## src/rtl/dbf_pkg.sv

```systemverilog
package dbf_pkg;

  // Bits needed to hold values 0..maxval.
  function automatic int width_for(input int maxval);
    return (maxval < 2) ? 1 : $clog2(maxval + 1);
  endfunction

  // "More than confirm" consecutive samples.
  function automatic int samples_needed(input int confirm);
    return confirm + 1;
  endfunction

  // Clocks between two sampling strobes.
  function automatic int strobe_period(input int div_a, input int div_b);
    return div_a * div_b;
  endfunction

endpackage

```

## src/rtl/dbf_divider.sv

```systemverilog
module dbf_divider #(
  parameter int DIV = 256
) (
  input  logic clk,
  input  logic rst,
  input  logic en,
  output logic wrap
);
  localparam int W = dbf_pkg::width_for(DIV - 1);
  localparam logic [W-1:0] LAST = W'(DIV - 1);

  logic [W-1:0] cnt;

  assign wrap = en && (cnt == LAST);

  always_ff @(posedge clk) begin
    if (rst)       cnt <= '0;
    else if (en)   cnt <= (cnt == LAST) ? '0 : cnt + 1'b1;
  end

  a_r2_div_in_range: assert property (@(posedge clk) disable iff (rst)
    cnt <= LAST);

  a_r7_div_reset: assert property (@(posedge clk)
    rst |=> cnt == '0);
endmodule

```

## src/rtl/dbf_strobe.sv

```systemverilog
module dbf_strobe #(
  parameter int DIV_A = 256,
  parameter int DIV_B = 256
) (
  input  logic clk,
  input  logic rst,
  output logic strobe
);
  localparam int PERIOD = dbf_pkg::strobe_period(DIV_A, DIV_B);
  localparam int GW     = dbf_pkg::width_for(PERIOD);

  logic wrap_a;

  dbf_divider #(.DIV(DIV_A)) u_stage_a (
    .clk(clk), .rst(rst), .en(1'b1), .wrap(wrap_a));

  dbf_divider #(.DIV(DIV_B)) u_stage_b (
    .clk(clk), .rst(rst), .en(wrap_a), .wrap(strobe));

  // Independent gap counter used only to police strobe spacing.
  logic [GW-1:0] gap;
  always_ff @(posedge clk) begin
    if (rst)         gap <= '0;
    else if (strobe) gap <= '0;
    else             gap <= gap + 1'b1;
  end

  a_r2_strobe_spacing: assert property (@(posedge clk) disable iff (rst)
    strobe |-> gap == GW'(PERIOD - 1));

  a_r2_strobe_no_late: assert property (@(posedge clk) disable iff (rst)
    gap < GW'(PERIOD));
endmodule

```

## src/rtl/dbf_sync.sv

```systemverilog
module dbf_sync #(
  parameter int CHANNELS = 4
) (
  input  logic                clk,
  input  logic                rst,
  input  logic [CHANNELS-1:0] d_async,
  output logic [CHANNELS-1:0] q
);
  logic [CHANNELS-1:0] stage1;

  always_ff @(posedge clk) begin
    if (rst) begin
      stage1 <= '0;
      q      <= '0;
    end else begin
      stage1 <= d_async;
      q      <= stage1;
    end
  end
endmodule

```

## src/rtl/dbf_channel.sv

```systemverilog
module dbf_channel #(
  parameter int NEED = 9
) (
  input  logic clk,
  input  logic rst,
  input  logic strobe,
  input  logic din,
  output logic q
);
  localparam int RW = dbf_pkg::width_for(NEED);

  logic [RW-1:0] run;
  logic          differs;
  logic          confirm;

  assign differs = (din != q);
  assign confirm = strobe && differs && (run == RW'(NEED - 1));

  always_ff @(posedge clk) begin
    if (rst) begin
      run <= '0;
      q   <= 1'b0;
    end else if (strobe) begin
      if (!differs) begin
        run <= '0;
      end else if (confirm) begin
        q   <= din;
        run <= '0;
      end else begin
        run <= run + 1'b1;
      end
    end
  end

  a_r8_hold_off_strobe: assert property (@(posedge clk) disable iff (rst)
    !strobe |=> $stable(q));

  a_r3_run_bounded: assert property (@(posedge clk) disable iff (rst)
    run < RW'(NEED));

  a_r3_change_takes_sample: assert property (@(posedge clk) disable iff (rst)
    !$stable(q) |-> ($past(strobe) && $past(din) == q));

  a_r4_agree_clears: assert property (@(posedge clk) disable iff (rst)
    (strobe && !differs) |=> run == '0);

  a_r7_reset_low: assert property (@(posedge clk)
    rst |=> (q == 1'b0 && run == '0));
endmodule

```

## src/rtl/debounce_filter_bank.sv

```systemverilog
module debounce_filter_bank #(
  parameter int CHANNELS = 4,
  parameter int DIV_A    = 256,
  parameter int DIV_B    = 256,
  parameter int CONFIRM  = 8
) (
  input  logic                clk,
  input  logic                rst,
  input  logic [CHANNELS-1:0] raw_in,
  output logic [CHANNELS-1:0] clean_out
);
  localparam int NEED = dbf_pkg::samples_needed(CONFIRM);

  logic                strobe;
  logic [CHANNELS-1:0] synced;

  dbf_strobe #(.DIV_A(DIV_A), .DIV_B(DIV_B)) u_strobe (
    .clk(clk), .rst(rst), .strobe(strobe));

  dbf_sync #(.CHANNELS(CHANNELS)) u_sync (
    .clk(clk), .rst(rst), .d_async(raw_in), .q(synced));

  for (genvar c = 0; c < CHANNELS; c++) begin : g_chan
    dbf_channel #(.NEED(NEED)) u_chan (
      .clk(clk), .rst(rst), .strobe(strobe),
      .din(synced[c]), .q(clean_out[c]));
  end

  a_r7_outputs_low: assert property (@(posedge clk)
    rst |=> clean_out == '0);
endmodule

```

## config.mk

```make
export PLATFORM = sky130hd
export DESIGN_NAME = debounce_filter_bank
export DESIGN_NICKNAME = d
export VERILOG_FILES = /design/src/rtl/dbf_pkg.sv /design/src/rtl/dbf_divider.sv /design/src/rtl/dbf_strobe.sv /design/src/rtl/dbf_sync.sv /design/src/rtl/dbf_channel.sv /design/src/rtl/debounce_filter_bank.sv
export SDC_FILE = /design/constraint.sdc
export NUM_CORES = 1
export LEC_CHECK = 0
export ABC_AREA = 1
export BUFFER_PORTS_ARGS = -buffer_cell sky130_fd_sc_hd__clkbuf_2
export CORE_MARGIN = 3
export CORE_UTILIZATION = 52
export CTS_CLUSTER_DIAMETER = 120
export DETAILED_ROUTE_END_ITERATION = 16
export GPL_ROUTABILITY_DRIVEN = 0
export PLACE_DENSITY_LB_ADDON = 0.3
export SETUP_SLACK_MARGIN = 0.3
export SLEW_MARGIN = 40
export SYNTH_ARGS = -nofsm -noshare
export SYNTH_HDL_FRONTEND = slang
export SYNTH_SLANG_ARGS = --single-unit
export TNS_END_PERCENT = 50
```

## constraint.sdc

```tcl
create_clock -name clk -period 1.55 [get_ports clk]
set_clock_uncertainty 0.2 [all_clocks]
set_input_delay 0.155 -clock clk [delete_from_list [all_inputs] [get_ports clk]]
set_output_delay 0.155 -clock clk [all_outputs]
set_load 0.005 [all_outputs]
```

Word-level counts from Yosys, hierarchy flattened

Index checks and enable logic that the tools add are counted.

Memory bits (read-only): 0
Memories: 0
Bits in writable memories: 0
Flip-flop bits (word level): 44
Latch bits: 0

Bitwise gates (word level): 0
Add/sub/neg operators: 6
Equality and inequality tests: 10
Reduce and logical (&&, ||, !) cells: 14
Muxes and demuxes: 9
Shift-type cells: 0
$lt $le $gt $ge: 0
Divide/modulo/power cells: 0
$mul: 0

Operators with widths:

| operator            | number |
|---|---|
| $mux 4              | 8 |
| $add 4x1->4 const B | 4 |
| $add 8x1->8 const B | 2 |
| $eq 4x4->1 const B  | 4 |
| $eq 8x8->1 const B  | 2 |
| $reduce_and 3->1    | 4 |
| $logic_and 1x1->1   | 9 |
| $mux 8              | 1 |
| $ne 1x1->1          | 4 |
| $reduce_or 2->1     | 1 |

Longest topological paths before layout

Gate-level depths: netlist of run 1.

Depth after elaboration: 6
Gate-level depth with buffers: 10
Mapped depth without buffers: 9

Cells and area by module

Synthesis of run 1 repeated with hierarchy kept, for this count alone.

Cell total of the unflattened synthesis: 292
Area, all modules: 2,149.6 um^2

Modules (own cells, without submodules):

| module      | area an instance (um^2) | cells each | instances | sequential area each (um^2) |
|---|---|---|---|---|
| dbf_channel | 295.3                   | 41         | 4         | 100.1 |
| dbf_divider | 366.6                   | 51         | 2         | 160.2 |
| dbf_sync    | 231.5                   | 25         | 1         | 160.2 |
| dbf_strobe  | 3.8                     | 1          | 1         | 0.0 |

Worst setup path after synthesis of run 1

OpenSTA, ideal clock, no wires.

Path kind: register to register
Start: reg u_strobe.u_stage_a.cnt[0]
End: reg g_chan[3].u_chan.run[1]
Period minus slack after synthesis: 1,665 ps
Arrival time: 1,343 ps
Data required time: 1,228 ps
Cell stages (with the launch flop): 8
Buffers on the path: 1
Setup time: 122 ps
Setup slack: -115 ps
Cells stage by stage: dfxtp_1 > ha_1 > nand2_2 > nor2_4 > nand3_2 > o21ai_4 > buf_4 > o21ai_0

Word-level cells in the longest chain between the ends: 6

Ends and longest elaborated chain:

| what                           | RTL line          | text |
|---|---|---|
| start: declaration             | dbf_divider.sv:12 | `logic [W-1:0] cnt;` |
| start signal: assignment       | dbf_divider.sv:18 | `else if (en) cnt <= (cnt == LAST) ? '0 : cnt + 1'b1;` |
| $eq 8x8->1 (*)                 | dbf_divider.sv:14 | `assign wrap = en && (cnt == LAST);` |
| $logic_and 1x1->1 (*)          | dbf_divider.sv:14 |  |
| $logic_and 1x1->1 (2 in a row) | dbf_channel.sv:17 | `assign confirm = strobe && differs && (run == RW'(NEED - 1));` |
| $mux 4                         | dbf_channel.sv:26 | `end else if (confirm) begin` |
| $mux 4                         | dbf_channel.sv:24 | `if (!differs) begin` |
| end signal: assignment         | dbf_channel.sv:30 | `run <= run + 1'b1;` |
| end: declaration               | dbf_channel.sv:12 | `logic [RW-1:0] run;` |

Mark *: on every way between the ends. The rest lies on a longest branch, timed or not.
A chain may end at the register's enable or synchronous reset.

Worst setup path in the final report of run 1

Start: reg u_strobe.u_stage_a.cnt[1]
End: reg g_chan[0].u_chan.q

Word-level cells in the longest chain between the ends: 5

Ends and longest elaborated chain:

| what                                  | RTL line          | text |
|---|---|---|
| $eq 8x8->1 (*)                        | dbf_divider.sv:14 |  |
| $logic_and 1x1->1 (*)                 | dbf_divider.sv:14 |  |
| $logic_and 1x1->1 (2 in a row)        | dbf_channel.sv:17 |  |
| $reduce_and 3->1 (no source line) (*) | n/a               |  |
| end signal: assignment                | dbf_channel.sv:27 | `q <= din;` |
| end: declaration                      | dbf_channel.sv:8  | `output logic q` |

Marks and branches as above.

==> flow_summary_export.csv, run 1 <==
group,metric,value,unit
synthesis,syn-cell-area,2150,sq um
critical_path,endpoint_kind,"flip-flop",
grt,grt_antenna_before_repair,0,
pwr,clockPowerShare,40.1,%
synthesis,seq_area_frac_synth,41.0,%
finish,drive_gt1_share,18.3,%
cts,clk_pin_slew_worst_paths,0.08,ns
grt,grt_overflow_total,0,
sta,finalHoldViolCount,0,
sta,setup_viol,13,
synthesis,synthCells,284,
sta,fin_crit_sh,104,%
critical_path,r2r-start,"u_strobe.u_stage_a.cnt[1]$_SDFF_PP0_",
finish,final_util,67.3,%
finish,final_cell_mix,"inv_1, nor2_1, dfxtp_1",
cts,cts_sinks,44,
finish,antenna_cells,0,
critical_path,worstSetupPathType,"flip-flop to flip-flop",
run_status,outcome,"finished with violations",
hold_path,holdPathStages,3,
die,start_util,56.1,%
drt,vias,1739,
sta,drv_slew,0,
critical_path,cp.required,1.59,ns
critical_path,reg2reg_depth,10,
cts,cts_max_path_buffers,2,
die,fp.dieW,70.2,microns
drt,avgViaCountPerCell,4.76,
synthesis,synth_nets,300,
pwr,seq_power_share,54.7,%
hold_path,hold-path-endpoint,"u_sync.q[0]$_SDFF_PP0_",
finish,final_common_cell,"inv_1",
sta,finalHoldWorstSlack,0.0637,ns
die,die_height,70.2,microns
finish,area_growth,20.1,%
drt,drtIter0Drc,125,
drt,route.detailed.drc,0,
sta,worstMarginPinSlew,0.341,ns
synthesis,synth_warnings,0,
die,die_area,4930,sq um
drt,wirelength,3840,microns
synthesis,yosys.cell_types.count,25,
drt,detail-route-antenna-nets,0,
die,core_area,3830,sq um
sta,rsz0062_at_grt,"yes",
grt,grt_pass1_vias,1728,
pwr,switching_power,439,uW
pwr,power_leakage,0.00111,uW
critical_path,crit_fanout,22,
cts,worstSkewPairLatency,0.30,ns
flow_run,max_cap_viol_count,0,
hold_path,hold_start,"rst",
hold_path,hold_class,"input pin to flip-flop",
pwr,power.density,822,nW/um^2
grt,grt_pass1_wl,7190,microns
sta,post-route-min-period,1.61,ns
cts,root_buffer,"clkbuf_8",
sta,slew_headroom,77.2,%
grt,grt_use_total,18.0,%
sta,setup_ws,-0.0601,ns
synthesis,synth-seq-cells,44,
cts,ctsHtreeMaxLevel,2,
die,boundaryPins,10,
grt,grt_max_degree,23,
critical_path,cp.arrival,1.65,ns
critical_path,setup.worst_path.start,"u_strobe.u_stage_a.cnt[1]$_SDFF_PP0_",
cts,cts_made_buffers,5,
pwr,switching_share,20.7,%
drt,wl_per_cell,10.5,microns
critical_path,r2r_setup_slack,-0.06,ns
drt,first_pass_iters,4,
die,placementRows,22,
critical_path,start_kind,"flip-flop",
sta,fmaxAchievable,621,MHz
critical_path,reg2reg_to,"g_chan[0].u_chan.q$_SDFFE_PP0P_",
run_status,violations,"setup timing",
synthesis,synth.avg_cell_area,7.56,sq um
place,dp_hpwl,2750,microns
pwr,p_int,1680,uW
pwr,p_comb_share,5.2,%
cts,tritoncts,"yes",
place,portBuffers,9,
finish,fillCellCount,318,
finish,final_nets,332,
pwr,ir_drop,628,uV
[power by group through the flow]
| stage | clock network [uW] | registers [uW] | logic (uW) |
|---|---|---|---|
| global placement | 0 | 1180 | 93.5 |
| CTS | 878 | 1160 | 111 |
| finish | 849 | 1160 | 111 |
| global route | 922 | 1160 | 129 |
| floorplan | 0 | 1180 | 54.4 |
| detailed placement | 0 | 1180 | 94.7 |
[logic make-up after synthesis]
group / share of synthesized area [%]
AO/OA/AOI/OAI: 6.71
buffers and inverters: 12.1
AND/OR/NAND/NOR: 27.8
flip-flops: 41.0
adder cells (fa/ha/maj): 5.83
XOR/XNOR: 6.53
[registers in the layout, indices dropped and copies added (netlist names)]
register	cells
g_chan.u_chan.q	4
g_chan.u_chan.run	16
u_strobe.u_stage_a.cnt	8
u_strobe.u_stage_b.cnt	8
u_sync.q	4
u_sync.stage1	4
[cell type report]
type                    instances  area, sq um  share of cell area (%)
flip-flops and latches         44          883                    34.3
clock buffers                   6         72.6                    2.82
repair buffers                 35          275                    10.7
well taps                      48         60.1                    2.33
multi-input cells             179         1060                    41.1
inverters                      51          191                    7.43
clock inverters                 2         35.0                    1.36
[synthesized netlist by cell type]
library cell,n,area share [%]
inv_1,49,8.6
nor2_1,45,7.9
dfxtp_1,44,41
nand2_1,40,7.0
o21ai_0,20,4.7
nand4_1,19,5.5
xor2_1,15,6.1
nand3_1,11,2.6
ha_1,10,5.8
buf_4,6,2.1
a21oi_1,4,0.93
clkbuf_1,3,0.52
inv_2,2,0.35
nand3_2,2,0.93
nor2_4,2,1.0
nor3_1,2,0.47
nor3b_1,2,0.70
buf_6,1,0.52
nand2_2,1,0.29
nand3_4,1,0.82
nor2_2,1,0.29
o21ai_4,1,0.76
o21bai_1,1,0.35
or2_2,1,0.29
xnor2_1,1,0.41
[how the worst max path moves through the flow]
stage,end,cells past startpoint
4_1_cts,g_chan[0].u_chan.q$_SDFFE_PP0P_,10
5_1_grt,g_chan[0].u_chan.q$_SDFFE_PP0P_,10
2_1_floorplan,g_chan[0].u_chan.q$_SDFFE_PP0P_,10
3_5_place_dp,g_chan[3].u_chan.q$_SDFFE_PP0P_,10
3_3_place_gp,g_chan[0].u_chan.q$_SDFFE_PP0P_,10
6_report,g_chan[0].u_chan.q$_SDFFE_PP0P_,10
[repair_timing]
item / 4_1_cts / 5_1_grt
pin swaps: 3 / 1
setup buffers: 3 / 0
resized for setup: 18 / 3
hold buffers: 4 / 0
setup endpoints to repair: 35 / 35
hold endpoints to repair: 4 / 0
[routing by layer]
metal,share of wire (%),vias up,GRT usage [%]
met5,0,-,0
li1,-,948,-
met1,47,763,21.0
met2,47,24,31.1
met4,1.1,0,5.53
met3,4.0,4,5.76
[worst max-delay path, stage by stage, from the launching register on]
cell     delay [ns]
dfxtp_2        0.36
ha_4           0.15
nand2_4        0.05
nor2_4         0.16
nand3_4        0.12
nor2_4         0.12
buf_12         0.16
nand2_1        0.06
nand2_1        0.07
inv_1          0.04
nor2_1         0.08
[metrics by stage]
step                setup TNS [ns]  setup slack (ns)  cells  instance area (sq um)  total power [uW]
floorplan                 -0.00158         -0.000466    284                   2180              1240
global placement           -0.0678           -0.0251    350                   2390              1280
detailed placement          -0.668           -0.0800    350                   2390              1280
CTS                         -0.280           -0.0522    365                   2580              2150
global route                 -3.22            -0.193    365                   2580              2210
finish                      -0.346           -0.0601    365                   2580              2120
No activity file was read; power rests on OpenSTA's default activity.
==> run 2: changes to the inputs <==
==> constraint.sdc (replaced) <==
create_clock -name clk -period 1.9 [get_ports clk]
set_clock_uncertainty 0.2 [all_clocks]
set_input_delay 0.19 -clock clk [delete_from_list [all_inputs] [get_ports clk]]
set_output_delay 0.19 -clock clk [all_outputs]
set_load 0.005 [all_outputs]
==> run 2 against run 1 <==
Effect of this change: the flow now finishes without violations; worst setup slack gained 0.31 ns; critical path depth increased by 1; register-to-register slack gained 0.31 ns; die area stayed put; clock-buffer cell count did not move.
==> flow_summary_export.csv, run 2 (synthesis results as in run 1) <==
group,metric,value,unit
sta,drv_slew,0,
grt,grt_max_degree,16,
die,start_util,56.1,%
place,portBuffers,9,
sta,post-route-min-period,1.65,ns
drt,first_pass_iters,5,
critical_path,cp.required,1.95,ns
grt,grt_pass1_wl,7530,microns
drt,avgViaCountPerCell,4.99,
drt,detail-route-antenna-nets,0,
die,die_height,70.2,microns
hold_path,holdPathStages,3,
cts,root_buffer,"clkbuf_8",
die,core_area,3830,sq um
finish,antenna_cells,0,
pwr,power_leakage,0.00112,uW
sta,rsz0062_at_grt,"yes",
grt,grt_pass1_vias,1732,
critical_path,crit_fanout,6,
die,placementRows,22,
grt,grt_overflow_total,0,
drt,wirelength,4340,microns
pwr,ir_drop,503,uV
grt,grt_antenna_before_repair,0,
critical_path,reg2reg_depth,11,
drt,wl_per_cell,11.9,microns
finish,fillCellCount,291,
finish,drive_gt1_share,19.9,%
sta,worstMarginPinSlew,0.349,ns
finish,area_growth,23.2,%
sta,slew_headroom,76.7,%
sta,finalHoldViolCount,0,
critical_path,reg2reg_to,"g_chan[1].u_chan.q$_SDFFE_PP0P_",
sta,fmaxAchievable,605,MHz
place,dp_worst_setup_slack,0.0934,ns
die,die_area,4930,sq um
pwr,power.density,655,nW/um^2
cts,tritoncts,"yes",
die,fp.dieW,70.2,microns
sta,setup_ws,0.246,ns
finish,final_nets,332,
finish,top_register,"g_chan.u_chan.run",
critical_path,cp.arrival,1.70,ns
cts,clk_pin_slew_worst_paths,0.08,ns
finish,final_cell_mix,"inv_1, nor2_1, dfxtp_1",
cts,cts_made_buffers,5,
drt,drtIter0Drc,122,
drt,route.detailed.drc,0,
cts,cts_sinks,44,
cts,worstSkewPairLatency,0.30,ns
critical_path,start_kind,"flip-flop",
critical_path,r2r_setup_slack,0.25,ns
drt,vias,1823,
die,boundaryPins,10,
run_status,outcome,"completed",
sta,fin_setup_tns,0,ns
finish,reg_top3,"g_chan.u_chan.run x16, u_strobe.u_stage_a.cnt x8, u_strobe.u_stage_b.cnt x8",
sta,fin_crit_sh,87.0,%
critical_path,worstSetupPathType,"flip-flop to flip-flop",
cts,cts_max_path_buffers,2,
finish,largest_reg_flops,16,
critical_path,endpoint_kind,"flip-flop",
finish,final_common_cell,"inv_1",
critical_path,r2r-start,"u_strobe.u_stage_b.cnt[1]$_SDFFE_PP0P_",
sta,setup_viol,0,
hold_path,hold-path-endpoint,"u_sync.q[0]$_SDFF_PP0_",
cts,ctsHtreeMaxLevel,2,
place,dp_hpwl,2680,microns
flow_run,max_cap_viol_count,0,
hold_path,hold_start,"rst",
grt,grt_use_total,18.7,%
hold_path,hold_class,"input pin to flip-flop",
## run 2: metrics by stage
stage | cell area [sq um] | cells | power, uW | utilization, % | hold slack, ns
4_1_cts | 2580 | 362 | 1740 | 67.4 | 0.0793
3_3_place_gp | 2240 | 336 | 1020 | 58.7 | 0.182
2_1_floorplan | 2160 | 284 | 1000 | - | 0.0970
5_1_grt | 2640 | 365 | 1790 | 69.1 | 0.105
6_report | 2640 | 365 | 1730 | 69.1 | 0.0897
3_5_place_dp | 2240 | 336 | 1020 | 58.7 | 0.187
## run 2: timing repair
action                     in CTS  in global routing
hold endpoints to repair        4                  0
gates resized for setup        13                 13
hold buffers                    4                  0
setup buffers                  12                  3
setup endpoints to repair      27                 30
cloned                          2                  0
pin swaps                       9                  2
## run 2: critical path, stage by stage, from the launching register on
cell and delay (ns):
dfxtp_1 0.38, ha_4 0.16, nand2_2 0.07, inv_2 0.09
nand3_4 0.09, nor2_4 0.16, buf_6 0.12, buf_12 0.10
nand2_2 0.04, nand2_1 0.06, inv_1 0.04, nor2_1 0.08
## run 2: worst max path at each step
stage                                                      start                                   end  slack, ns  cells after the start
after floorplan             u_strobe.u_stage_a.cnt[1]$_SDFF_PP0_       g_chan[0].u_chan.q$_SDFFE_PP0P_       0.30                     10
after global placement      u_strobe.u_stage_a.cnt[1]$_SDFF_PP0_  g_chan[0].u_chan.run[1]$_SDFFE_PP0P_       0.15                      6
after detailed placement    u_strobe.u_stage_a.cnt[1]$_SDFF_PP0_  g_chan[3].u_chan.run[2]$_SDFFE_PP0P_       0.09                      6
after CTS                   u_strobe.u_stage_a.cnt[0]$_SDFF_PP0_  g_chan[1].u_chan.run[0]$_SDFFE_PP0P_       0.27                      9
after global routing      u_strobe.u_stage_b.cnt[1]$_SDFFE_PP0P_       g_chan[1].u_chan.q$_SDFFE_PP0P_       0.12                     11
final                     u_strobe.u_stage_b.cnt[1]$_SDFFE_PP0P_       g_chan[1].u_chan.q$_SDFFE_PP0P_       0.25                     11
## run 2: report_power, final
| group | switching, uW | internal [uW] | leakage (uW) |
|---|---|---|---|
| clock network | 317 | 390 | 0.0000552 |
| registers | 9.55 | 935 | 0.000358 |
| logic | 43.2 | 36.2 | 0.000709 |
## run 2: area by class of cell
cell class	instances	area [sq um]	share of cell area, %
Clock buffer	6	72.6	2.74
Clock inverter	2	35.0	1.33
Inverter	51	191	7.24
Multi-Input combinational cell	179	1080	40.9
Sequential cell	44	886	33.5
Tap cell	48	60.1	2.27
Timing Repair Buffer	35	318	12.0
## run 2: routing by layer
metal | vias to the layer above | track usage, % | part of all wire (%)
li1 | 956 | - | -
met1 | 833 | 24.3 | 46
met2 | 26 | 30.8 | 49
met3 | 8 | 3.45 | 3.6
met4 | 0 | 6.81 | 1.6
met5 | - | 0 | 0
==> run 3: changes to the inputs <==
--- a/config.mk
+++ b/config.mk
@@ -13,6 +13,7 @@
 export DETAILED_ROUTE_END_ITERATION = 16
 export GPL_ROUTABILITY_DRIVEN = 0
 export PLACE_DENSITY_LB_ADDON = 0.3
+export RECOVER_POWER = 25
 export SETUP_SLACK_MARGIN = 0.3
 export SLEW_MARGIN = 40
 export SYNTH_ARGS = -nofsm -noshare
==> run 3 against run 2 <==
Effect of this change: non-clock buffer count unchanged; hold slack worse by 0.0014 ns; register-to-register slack worse by 0.02 ns; sequential power hardly changed; combinational power is essentially flat; via count rose by 0.11%; critical path depth is 2 lower; final cell count stayed put; clock-buffer cell count unchanged; final area about the same; worst setup slack worse by 0.017 ns; global-route usage did not move; largest cell class unchanged.
==> flow_summary_export.csv, run 3 (synthesis results as in run 1) <==
group,metric,value,unit
pwr,power.density,655,nW/um^2
pwr,p_comb_share,4.6,%
pwr,ir_drop,502,uV
pwr,switching_share,21.3,%
hold_path,hold_class,"input pin to flip-flop",
critical_path,worstSetupPathType,"flip-flop to flip-flop",
grt,grt_max_degree,16,
run_status,outcome,"completed",
grt,grt_antenna_before_repair,0,
drt,avgViaCountPerCell,5.00,
finish,final_nets,332,
finish,final_cell_mix,"inv_1, nor2_1, dfxtp_1",
place,portBuffers,9,
drt,drtIter0Drc,126,
sta,rsz0062_at_grt,"yes",
finish,antenna_cells,0,
grt,grt_pass1_vias,1732,
sta,drv_slew,0,
drt,first_pass_iters,5,
cts,cts_made_buffers,5,
pwr,seq_power_share,54.6,%
die,placementRows,22,
place,dp_hpwl,2680,microns
cts,cts_sinks,44,
die,die_height,70.2,microns
pwr,switching_power,369,uW
critical_path,crit_fanout,11,
sta,finalHoldWorstSlack,0.0884,ns
die,core_area,3830,sq um
critical_path,cp.arrival,1.70,ns
drt,vias,1825,
finish,final_common_cell,"inv_1",
sta,fin_crit_sh,88.0,%
cts,worstSkewPairLatency,0.30,ns
finish,top_register,"g_chan.u_chan.run",
finish,fillCellCount,292,
die,boundaryPins,10,
critical_path,endpoint_kind,"flip-flop",
sta,worstMarginPinSlew,0.349,ns
finish,area_growth,23.1,%
grt,grt_pass1_wl,7530,microns
place,place_area,2240,sq um
die,start_util,56.1,%
critical_path,cp.required,1.93,ns
cts,root_buffer,"clkbuf_8",
pwr,power_leakage,0.00112,uW
finish,drive_gt1_share,19.2,%
drt,wirelength,4340,microns
drt,route.detailed.drc,0,
sta,fin_setup_tns,0,ns
drt,detail-route-antenna-nets,0,
cts,cts_max_path_buffers,2,
sta,setup_viol,0,
grt,grt_use_total,18.7,%
finish,design_area,2640,sq um
sta,fmaxAchievable,598,MHz
cts,clk_pin_slew_worst_paths,0.08,ns
cts,tritoncts,"yes",
pwr,p_int,1360,uW
critical_path,start_kind,"flip-flop",
sta,finalHoldViolCount,0,
die,die_area,4930,sq um
finish,final_util,69.0,%
finish,reg_top3,"g_chan.u_chan.run x16, u_strobe.u_stage_a.cnt x8, u_strobe.u_stage_b.cnt x8",
pwr,totalPowerFinal,1730,uW
sta,slew_headroom,76.7,%
cts,ctsHtreeMaxLevel,2,
drt,wl_per_cell,11.9,microns
sta,post-route-min-period,1.67,ns
die,fp.dieW,70.2,microns
flow_run,max_cap_viol_count,0,
pwr,clockPowerShare,40.8,%
finish,largest_reg_flops,16,
grt,grt_overflow_total,0,
==> run 3: cell counts in the layout (fill, tap and decap cells not counted) <==
No cell type changed its count.
==> run 3: path summary, 6_finish.rpt <==
path / from / endpoint / slack, ns / cells past startpoint
hold / removal: rst / u_sync.q[0]$_SDFF_PP0_ / 0.09 / 3
hold reg to reg: u_sync.stage1[1]$_SDFF_PP0_ / u_sync.q[1]$_SDFF_PP0_ / 0.21 / 2
setup / recovery: u_strobe.u_stage_a.cnt[0]$_SDFF_PP0_ / g_chan[3].u_chan.run[2]$_SDFFE_PP0P_ / 0.23 / 9
setup reg to reg: u_strobe.u_stage_a.cnt[0]$_SDFF_PP0_ / g_chan[3].u_chan.run[2]$_SDFFE_PP0P_ / 0.23 / 9
==> run 3: power groups by stage <==
stage	Sequential (uW)	Combinational [uW]	Clock [uW]
detailed placement	964	58.2	0
floorplan	962	42.2	0
global route	946	91.1	749
finish	944	79.3	706
CTS	945	75.6	718
global placement	964	57.3	0
==> run 3: worst max-delay path, cell delays in order, from the launching register on <==
cell     delay [ns]
dfxtp_1        0.38
ha_4           0.16
nand2_4        0.05
nor2_4         0.13
nand3_4        0.10
nor2_4         0.14
buf_4          0.15
buf_16         0.12
nand4_1        0.07
o21ai_0        0.09
==> run 3: layout make-up <==
| class | instances | area (sq um) | area share [%] |
|---|---|---|---|
| clock buffers | 6 | 72.6 | 2.75 |
| clock inverters | 2 | 35.0 | 1.33 |
| inverters | 51 | 191 | 7.25 |
| multi-input cells | 179 | 1080 | 40.9 |
| flip-flops and latches | 44 | 885 | 33.5 |
| well taps | 48 | 60.1 | 2.27 |
| repair buffers | 35 | 317 | 12.0 |
==> run 3: timing repair <==
action	CTS	global route
pin swaps	9	2
endpoints found under the hold margin	4	0
gates cloned	2	0
gates resized for setup	13	13
hold buffers	4	0
buffers inserted	12	3
endpoints found under the setup margin	27	30
==> run 3: per-layer routing <==
metal | up-vias | share of wire [%] | GRT usage (%)
li1 | 956 | - | -
met1 | 835 | 46 | 24.3
met2 | 26 | 49 | 30.8
met3 | 8 | 3.7 | 3.45
met4 | 0 | 1.6 | 6.81
met5 | - | 0 | 0
==> run 3: through the flow <==
stage / setup slack [ns] / std cells
2_1_floorplan: 0.300 / 284
3_3_place_gp: 0.149 / 336
3_5_place_dp: 0.0934 / 336
4_1_cts: 0.269 / 362
5_1_grt: 0.0986 / 365
6_report: 0.229 / 365
